`config.mk`:
```
export PLATFORM = sky130hd
export DESIGN_NAME = gci_port
export DESIGN_NICKNAME = d
export VERILOG_FILES = /design/src/rtl/gci_port_pkg.sv /design/src/rtl/gci_port_dp.sv /design/src/rtl/gci_port_ctl.sv /design/src/rtl/gci_port.sv
export SDC_FILE = /design/constraint.sdc
export NUM_CORES = 1
export LEC_CHECK = 0
export ABC_AREA = 1
export BUFFER_PORTS_ARGS = -buffer_cell sky130_fd_sc_hd__buf_2
export CORE_MARGIN = 3
export CORE_UTILIZATION = 60
export CTS_BUF_LIST = sky130_fd_sc_hd__clkbuf_4 sky130_fd_sc_hd__clkbuf_8
export DETAILED_ROUTE_END_ITERATION = 10
export GPL_TIMING_DRIVEN = 0
export HOLD_SLACK_MARGIN = 0.08
export PLACE_DENSITY = 0.81
export SETUP_SLACK_MARGIN = 0.15
export SLEW_MARGIN = 0
export SYNTH_ARGS = -nofsm -noshare
export SYNTH_HDL_FRONTEND = slang
export SYNTH_SLANG_ARGS = --single-unit
```
`constraint.sdc`:
```
create_clock -name clk -period 3.86 [get_ports clk]
set_input_delay 0.579 -clock clk [delete_from_list [all_inputs] [get_ports clk]]
set_output_delay 0.579 -clock clk [all_outputs]
set_load 0.05 [all_outputs]
```
`src/rtl/gci_port_pkg.sv`:
```
package gci_port_pkg;
  localparam int SUB_BITS = 32;
  localparam int CI_OFS   = 26;
  localparam int CI_W     = 4;

  typedef struct packed {
    logic lineUp;
    logic forceLow;
    logic dropSync;
  } ctlStrobe_t;

  typedef enum logic {
    LINE_DOWN = 1'b0,
    LINE_UP   = 1'b1
  } lineState_t;
endpackage

```
`src/rtl/gci_port_dp.sv`:
```
module gci_port_dp
  import gci_port_pkg::*;
#(
  parameter int FRAME_BITS = 96,
  parameter int GRANT_POS  = 88
) (
  input  logic            clk,
  input  logic            rstN,
  input  logic            busClk,
  input  logic            busSync,
  input  logic            busRxd,
  input  logic [CI_W-1:0] ciTxCode,
  input  ctlStrobe_t      ctl,
  output logic            dclEdge,
  output logic            ciDone,
  output logic [CI_W-1:0] ciCode,
  output logic            txLow,
  output logic            grantOut,
  output logic            grantStrobe
);
  localparam int POS_W = $clog2(FRAME_BITS);
  localparam logic [POS_W-1:0] LAST_POS = POS_W'(FRAME_BITS - 1);
  localparam logic [POS_W-1:0] CI_FIRST = POS_W'(CI_OFS);
  localparam logic [POS_W-1:0] CI_LAST  = POS_W'(CI_OFS + CI_W - 1);
  localparam logic [POS_W-1:0] GRANT_P  = POS_W'(GRANT_POS);

  logic             clkQ;
  logic             syncPrev;
  logic             phaseB;
  logic             synced;
  logic [POS_W-1:0] bitPos;
  logic [CI_W-2:0]  ciShift;
  logic             frameStart;
  logic             edgeA;
  logic             edgeB;
  logic             txBit;

  // Edge detection on the bus clock; bit halves alternate between edges.
  assign dclEdge    = busClk & ~clkQ;
  assign frameStart = dclEdge & busSync & ~syncPrev;
  assign edgeA      = dclEdge & (frameStart | ~phaseB);
  assign edgeB      = dclEdge & ~frameStart & phaseB;

  always_ff @(posedge clk) begin
    if (!rstN) begin
      clkQ     <= 1'b0;
      syncPrev <= 1'b0;
      phaseB   <= 1'b0;
      synced   <= 1'b0;
      bitPos   <= LAST_POS;
    end else begin
      clkQ <= busClk;
      if (dclEdge) syncPrev <= busSync;
      if (edgeA) begin
        phaseB <= 1'b1;
        if (frameStart || bitPos == LAST_POS) bitPos <= '0;
        else bitPos <= bitPos + 1'b1;
      end else if (edgeB) begin
        phaseB <= 1'b0;
      end
      if (ctl.dropSync) synced <= 1'b0;
      else if (frameStart) synced <= 1'b1;
    end
  end

  // Receive: C/I collection and grant sampling on the second edge of a bit.
  always_ff @(posedge clk) begin
    if (!rstN) begin
      ciShift     <= '1;
      ciCode      <= '1;
      ciDone      <= 1'b0;
      grantOut    <= 1'b1;
      grantStrobe <= 1'b0;
    end else begin
      ciDone      <= 1'b0;
      grantStrobe <= 1'b0;
      if (edgeB && synced) begin
        if (bitPos >= CI_FIRST && bitPos < CI_LAST)
          ciShift <= {ciShift[CI_W-3:0], busRxd};
        if (bitPos == CI_LAST) begin
          ciCode <= {ciShift, busRxd};
          ciDone <= 1'b1;
        end
        if (bitPos == GRANT_P) begin
          grantOut    <= busRxd;
          grantStrobe <= 1'b1;
        end
      end
    end
  end

  // Transmit: C/I field MSB first, every other bit released.
  always_comb begin
    txBit = 1'b1;
    for (int k = 0; k < CI_W; k++) begin
      if (synced && bitPos == POS_W'(CI_OFS + k)) txBit = ciTxCode[CI_W-1-k];
    end
  end

  always_ff @(posedge clk) begin
    if (!rstN) txLow <= 1'b0;
    else txLow <= ctl.forceLow | (ctl.lineUp & ~txBit);
  end

  AST_POS_RANGE: assert property (@(posedge clk) disable iff (!rstN)
    bitPos <= LAST_POS);
  AST_GRANT_ON_STROBE: assert property (@(posedge clk) disable iff (!rstN)
    (grantOut != $past(grantOut)) |-> grantStrobe);
  AST_FORCE_DRIVES_LOW: assert property (@(posedge clk) disable iff (!rstN)
    ctl.forceLow |=> txLow);
  AST_RELEASE_WHEN_DOWN: assert property (@(posedge clk) disable iff (!rstN)
    (!ctl.lineUp && !ctl.forceLow) |=> !txLow);
  AST_CI_DONE_PULSE: assert property (@(posedge clk) disable iff (!rstN)
    ciDone |=> !ciDone);
endmodule

```
`src/rtl/gci_port_ctl.sv`:
```
module gci_port_ctl
  import gci_port_pkg::*;
#(
  parameter int LOSS_CYCLES = 64
) (
  input  logic            clk,
  input  logic            rstN,
  input  logic            dclEdge,
  input  logic            ciDone,
  input  logic [CI_W-1:0] ciCode,
  input  logic            forceZero,
  input  logic            irqEn,
  input  logic            irqClr,
  output ctlStrobe_t      ctl,
  output logic            lineActive,
  output logic [CI_W-1:0] ciRxCode,
  output logic            irqOut
);
  localparam int LOSS_W = $clog2(LOSS_CYCLES + 1);
  localparam logic [LOSS_W-1:0] LOSS_LAST = LOSS_W'(LOSS_CYCLES - 1);

  lineState_t      state;
  logic [LOSS_W-1:0] lossCnt;
  logic [CI_W-1:0] prevCode;
  logic            prevValid;
  logic            irqPend;
  logic            lossHit;
  logic            newInd;

  assign lossHit = (state == LINE_UP) && !dclEdge && (lossCnt == LOSS_LAST);
  assign newInd  = ciDone && prevValid && (ciCode == prevCode) && (ciCode != ciRxCode);

  assign ctl.lineUp   = (state == LINE_UP);
  assign ctl.forceLow = forceZero;
  assign ctl.dropSync = lossHit;
  assign lineActive   = (state == LINE_UP);

  always_ff @(posedge clk) begin
    if (!rstN) begin
      state   <= LINE_DOWN;
      lossCnt <= '0;
    end else begin
      if (dclEdge) lossCnt <= '0;
      else if (lossCnt != LOSS_LAST) lossCnt <= lossCnt + 1'b1;
      if (dclEdge) state <= LINE_UP;
      else if (lossHit) state <= LINE_DOWN;
    end
  end

  always_ff @(posedge clk) begin
    if (!rstN) begin
      prevCode  <= '1;
      prevValid <= 1'b0;
      ciRxCode  <= '1;
      irqPend   <= 1'b0;
      irqOut    <= 1'b0;
    end else begin
      if (lossHit) begin
        prevValid <= 1'b0;
      end else if (ciDone) begin
        prevCode  <= ciCode;
        prevValid <= 1'b1;
      end
      if (newInd) ciRxCode <= ciCode;
      if (newInd) irqPend <= 1'b1;
      else if (irqClr) irqPend <= 1'b0;
      irqOut <= irqPend & irqEn;
    end
  end

  AST_IND_SETS_PEND: assert property (@(posedge clk) disable iff (!rstN)
    (ciRxCode != $past(ciRxCode)) |-> irqPend);
  AST_LOSS_DROPS_LINE: assert property (@(posedge clk) disable iff (!rstN)
    lossHit |=> !lineActive);
  AST_EDGE_RAISES_LINE: assert property (@(posedge clk) disable iff (!rstN)
    dclEdge |=> lineActive);
  AST_MASK_HOLDS_IRQ: assert property (@(posedge clk) disable iff (!rstN)
    !irqEn |=> !irqOut);
endmodule

```
`src/rtl/gci_port.sv`:
```
module gci_port
  import gci_port_pkg::*;
#(
  parameter int FRAME_BITS  = 96,
  parameter int GRANT_POS   = 88,
  parameter int LOSS_CYCLES = 64
) (
  input  logic       clk,
  input  logic       rstN,
  input  logic       busClk,
  input  logic       busSync,
  input  logic       busRxd,
  output logic       txLow,
  input  logic       forceZero,
  input  logic [3:0] ciTxCode,
  input  logic       irqEn,
  input  logic       irqClr,
  output logic       lineActive,
  output logic [3:0] ciRxCode,
  output logic       irqOut,
  output logic       grantOut,
  output logic       grantStrobe
);
  ctlStrobe_t      ctl;
  logic            dclEdge;
  logic            ciDone;
  logic [CI_W-1:0] ciCode;

  gci_port_dp #(.FRAME_BITS(FRAME_BITS), .GRANT_POS(GRANT_POS)) u_dp (
    .clk(clk), .rstN(rstN), .busClk(busClk), .busSync(busSync), .busRxd(busRxd),
    .ciTxCode(ciTxCode), .ctl(ctl), .dclEdge(dclEdge), .ciDone(ciDone),
    .ciCode(ciCode), .txLow(txLow), .grantOut(grantOut), .grantStrobe(grantStrobe)
  );

  gci_port_ctl #(.LOSS_CYCLES(LOSS_CYCLES)) u_ctl (
    .clk(clk), .rstN(rstN), .dclEdge(dclEdge), .ciDone(ciDone), .ciCode(ciCode),
    .forceZero(forceZero), .irqEn(irqEn), .irqClr(irqClr), .ctl(ctl),
    .lineActive(lineActive), .ciRxCode(ciRxCode), .irqOut(irqOut)
  );
endmodule

```
== After elaboration in Yosys (flattened, before gate mapping) ==
Cells that the tools add are included.

* Flip-flop bits (word level): 41
* Input bits: 12
* Output and inout bits: 9
* Logic and storage cells: 85

* Add/subtract/negate cells: 2
* $lt $le $gt $ge: 2
* Equality and inequality tests: 10
* Muxes and demuxes: 13
* Bitwise operators: 17
* Reductions and logical operators: 23

{| class="wikitable"
|+ Operators with widths
! kind !! count
|-
| 7-bit by 5-bit equality test with 1-bit output, second input constant || 4
|-
| 7-bit by 1-bit adder with 7-bit output, second input constant || 2
|-
| 7-bit equality test, second input constant || 2
|-
| 1-bit 2-to-1 mux || 12
|-
| 1-bit logical AND || 11
|-
| 2-bit AND reduction || 5
|-
| 1-bit bitwise AND || 8
|-
| 7-bit by 6-bit equality test with 1-bit output, second input constant || 1
|-
| 7-bit by 5-bit >= comparator with 1-bit output, second input constant || 1
|-
| 7-bit by 5-bit < comparator with 1-bit output, second input constant || 1
|-
| 7-bit 2-to-1 mux || 1
|-
| 7-bit by 6-bit != test with 1-bit output, second input constant || 1
|-
| 1-bit NOT || 7
|-
| 2-bit nonzero test || 3
|-
| 4-bit equality test || 1
|-
| 4-bit != test || 1
|-
| 2-bit OR reduction || 2
|-
| 1-bit OR || 2
|-
| 1-bit logical NOT || 1
|-
| 1-bit logical OR || 1
|}

== Logic depth before layout (Yosys ltp) ==
* Depth after elaboration: 9
* Depth in mapped cells: 9
* Depth with buffers taken out: 9

== Hierarchy ==
Synthesis repeated with hierarchy kept, for this count alone.

* Cells, all modules: 293
* Area total of the unflattened synthesis: 2160.8 µm²

{| class="wikitable"
|+ Modules (own cells, without submodules)
! module !! instances !! cells each !! area each (µm²) !! sequential area each (µm²)
|-
| gci_port_dp || 1 || 160 || 1186.1 || 440.4
|-
| gci_port_ctl || 1 || 133 || 974.7 || 380.4
|}

== Worst setup path before layout ==
OpenSTA, ideal clock, no wires.

* Kind: in2reg
* Start point: input busClk
* End point: register u_dp.grantOut
* Library setup time: 134 ps
* Data arrival time: 1273 ps
* Required time: 3726 ps
* Path slack: 2453 ps
* Stages on the path: 9
* Buffers on the path: 1
* Path through: inv_2 > nor2_8 > nand3_4 > nand3_1 > nor2_2 > buf_6 > nand2_2 > nand2_1 > nand3_1

* Longest elaborated chain between the ends: 8

{| class="wikitable"
|+ Ends and longest elaborated chain
! what !! RTL line !! RTL
|-
| start: declaration || gci_port.sv:10 || <nowiki>input logic busClk,</nowiki>
|-
| 1-bit bitwise AND * || gci_port_dp.sv:39 || <nowiki>assign dclEdge = busClk & ~clkQ;</nowiki>
|-
| 1-bit bitwise AND (2 in a row) || gci_port_dp.sv:40 || <nowiki>assign frameStart = dclEdge & busSync & ~syncPrev;</nowiki>
|-
| 1-bit NOT || gci_port_dp.sv:42 || <nowiki>assign edgeB = dclEdge & ~frameStart & phaseB;</nowiki>
|-
| 1-bit bitwise AND * (2 in a row) || gci_port_dp.sv:42 ||
|-
| 1-bit logical AND * || gci_port_dp.sv:77 || <nowiki>if (edgeB && synced) begin</nowiki>
|-
| 2-bit AND reduction (no source line) * || n/a ||
|-
| end signal: assignment || gci_port_dp.sv:85 || <nowiki>grantOut <= busRxd;</nowiki>
|-
| end: declaration || gci_port_dp.sv:18 || <nowiki>output logic grantOut,</nowiki>
|}

Every way passes the cells marked *; elsewhere a longest branch is shown, timed or not.
A chain may end at the register's enable or synchronous reset.

== Worst setup path in the final report ==
* Start point: register u_ctl.state, in the netlist u_ctl.lineActive
* End point: output lineActive

{| class="wikitable"
|+ RTL lines
! what !! RTL line !! RTL
|-
| start: declaration || gci_port_ctl.sv:22 || <nowiki>lineState_t state;</nowiki>
|-
| start signal: assignment || gci_port_ctl.sv:40 || <nowiki>state <= LINE_DOWN;</nowiki>
|-
| start signal: assignment || gci_port_ctl.sv:45 || <nowiki>if (dclEdge) state <= LINE_UP;</nowiki>
|-
| start signal: assignment || gci_port_ctl.sv:46 || <nowiki>else if (lossHit) state <= LINE_DOWN;</nowiki>
|-
| end: declaration || gci_port.sv:18 || <nowiki>output logic lineActive,</nowiki>
|}

No word-level cell between the ends.

==> impl_metrics.csv <==
group,metric,value,unit
status,status,"complete, no violations",
clock_network,hold_buffers,0,
clock_network,root_buffer,"clkbuf_4",
clock_network,clkTransAtPathRegs,0.11,ns
synth,yosys-top-cells-count,"nand2_1, dfxtp_1, nand3_1",
routing,drc,0,
synth,ys.flop_type,"dfxtp_1",
clock_network,cts_tree,"done",
cells_and_area,fill_cells,301,
job,cap_violations,0,
floorplanning,core_area,3153,um2
worst_hold_path,whs_path_depth,2,
timing,hold_viol,0,
timing,slew_headroom,64.45,%
critical_path,slowest_delay,0.40,ns
floorplanning,rows,20,
timing,setup_slack,2.259,ns
global_routing,grt_pass1_wl,6969,um
cells_and_area,drive_above_1_share,20.96,%
global_routing,grt_max_degree,12,
global_routing,track_usage,21.03,%
critical_path,cp_max_fo,4,
routing,vias_per_cell,5.197,
critical_path,timing.rr.start,"u_dp.bitPos[0]$_SDFFE_PN1P_",
synth,netlist_instances,266,
routing,num_vias,1741,
worst_hold_path,hp-start,"irqClr",
critical_path,crit_type,"reg2out",
global_routing,grt_pass1_vias,1636,
routing,firstDrtPassIters,4,
timing,period_share,41.47,%
synth,ys.warnings.count,0,
power_and_ir_drop,ir_drop,0.2792,mV
synth,synth_edf_count,0,
placed_design,hpwl,2929,um
timing,rsz0062_at_grt,"no",
placed_design,io_buffers,19,
placed_design,place_ws,2.235,ns
synth,async_flop_share,0,%
placed_design,routabilityCongestion,0.9062,
critical_path,crit_slowest_cell,"dfxtp_1",
critical_path,worst_ep_arrival_time,1.02,ns
critical_path,end_kind,"primary output",
synth,synth_top_area_cell,"dfxtp_1",
clock_network,clk_latency,0.33,ns
power_and_ir_drop,leakage,0.001050,uW
synth,synth.most_common_cell,"nand2_1",
worst_hold_path,hold_end,"u_ctl.irqPend$_SDFFE_PN0P_",
timing,fin_skew,0.004509,ns
floorplanning,initial_core_util,64.44,%
cells_and_area,seqCellArea,820.8,um2
routing,antenna_left,0,
critical_path,reg2reg_to,"u_dp.bitPos[6]$_SDFFE_PN1P_",
worst_hold_path,worstHoldPathType,"in2reg",
clock_network,htree_levels,2,
synth,avgSynthCellArea,7.639,um2
cells_and_area,multi_input_comb_area,1079,um2
critical_path,required,3.28,ns
cells_and_area,post_layout_nonfiller_instances,335,
placed_design,dp_cells,329,
critical_path,reg2reg_slack,2.37,ns
clock_network,cts_made_buffers,5,
timing,final_max_slew_viol_count,0,
synth,ys_top_cells_by_area,"dfxtp_1, nand2_1, nand3_1, nor2_1, inv_1",
clock_network,post_cts_buffers,0,
power_and_ir_drop,p_per_area,344.9,nW/um2
synth,synth_nets,283,
floorplanning,die_w,64.20,um
global_routing,grt.overflow.total,0,
routing,wirelength,3883,um
cells_and_area,nNetsFinal,309,
routing,first_iter_violations,134,
critical_path,critical_path.top_delay_family,"flip-flops",
cells_and_area,diodes,0,
clock_network,cts_buffer_depth,2,
routing,wl_per_cell,11.59,um
timing,tns,0,ns
critical_path,rr_worst_depth,6,
synth,synthDistinctLibCells,33,
global_routing,antenna_found_initial,0,
critical_path,critPathBufInv,1,
synth,synth-seq-cells,41,
clock_network,cts_sinks,41,
cells_and_area,syn_to_final_growth,9.483,%
synth,ys_seq_area_share,40.39,%
timing,worst_slew_pin_slew,0.5333,ns
timing,fmax,624.8,MHz
floorplanning,die_height,64.20,um
synth,netlist_area,2032,um2
floorplanning,pin_count,21,
critical_path,worstSetupStartpointType,"flip-flop",
critical_path,crit_chain,"buf_2",
clock_network,cts_resized,0,
timing,fin_crit,1.601,ns
synth,yosysTopAreaCellShare,40.39,%
floorplanning,die-area,4121,um2
timing,setup_viol,0,
==> area by class of cell <==
| cell class | instances | area share, % |
|---|---|---|
| inverter | 26 | 4.668 |
| multi-input combinational | 194 | 48.48 |
| sequential | 41 | 36.90 |
| clock buffer | 5 | 1.687 |
| buffer | 5 | 1.294 |
| tap | 44 | 2.475 |
| clock inverter | 1 | 0.2250 |
| timing repair buffer | 19 | 4.274 |
==> where the power goes <==
| group | internal (uW) | leakage (uW) | switching, uW |
|---|---|---|---|
| clock | 63.3 | 0.0000269 | 124 |
| sequential | 436 | 0.000334 | 14.3 |
| combinational | 43.9 | 0.000689 | 85.5 |
| total | 544 | 0.00105 | 224 |
==> state kept, by name, summed over array words and instances, names as in the netlist, 3 cells and up <==
register,cells
u_dp.bitPos,7
u_dp.ciCode,4
u_ctl.ciRxCode,4
u_ctl.prevCode,4
u_ctl.lossCnt,7
u_dp.ciShift,3
==> worst max path at each step <==
stage | from | to | slack [ns] | depth (start not counted)
2_1_floorplan | busClk | u_dp.grantOut$_SDFFE_PN1P_ | 2.45 | 9
3_3_place_gp | busClk | u_dp.grantOut$_SDFFE_PN1P_ | 2.24 | 10
3_5_place_dp | busClk | u_dp.ciShift[0]$_SDFFE_PN1P_ | 2.24 | 10
4_1_cts | u_ctl.lineActive$_SDFFE_PN0P_ | lineActive | 2.26 | 1
5_1_grt | u_ctl.lossCnt[0]$_SDFFE_PP0N_ | u_ctl.prevCode[0]$_SDFFE_PN1P_ | 2.18 | 8
6_report | u_ctl.lineActive$_SDFFE_PN0P_ | lineActive | 2.26 | 1
==> routing by layer <==
| metal | vias to the layer above | wire (um) | track usage, % |
|---|---|---|---|
| li1 | 922 | - | - |
| met1 | 786 | 1810 | 26.89 |
| met2 | 27 | 1905 | 35.61 |
| met3 | 6 | 132 | 4.745 |
| met4 | 0 | 34 | 5.541 |
| met5 | - | 0 | 0 |
==> layout by cell type, fill, tap and decap left out, drive strengths merged <==
cell type / n
o211ai: 3
o21ai: 8
clkinv: 3
xnor2: 1
nand3: 45
dfxtp: 41
a21o: 1
or2: 1
clkbuf: 7
nand4: 8
nand2: 66
inv: 24
xor2: 7
nor2: 34
a21oi: 9
o22ai: 2
ha: 5
buf: 22
a31oi: 3
or3: 1
==> per-stage QoR <==
| stage | cell area [um2] | util, % | power, uW | hold slack [ns] |
|---|---|---|---|---|
| final | 2225 | 70.56 | 767.3 | 0.4361 |
| after global routing | 2225 | 70.56 | 813.6 | 0.4065 |
| after CTS | 2225 | 70.56 | 774.2 | 0.4293 |
| after detailed placement | 2182 | 69.21 | 589.8 | 0.4317 |
| after global placement | 2182 | 69.21 | 586.3 | 0.4280 |
| after floorplan | 2032 | - | 559.9 | 0.4185 |
==> cell families after synthesis <==
logic type,after synthesis,share of synthesized area (%)
xor+xnor,8,3.448
fa+ha+maj,5,3.079
simple gates,155,38.61
buf+inv,31,6.527
compound gates,26,7.944
flops,41,40.39
(Power assumes the default switching activity.)
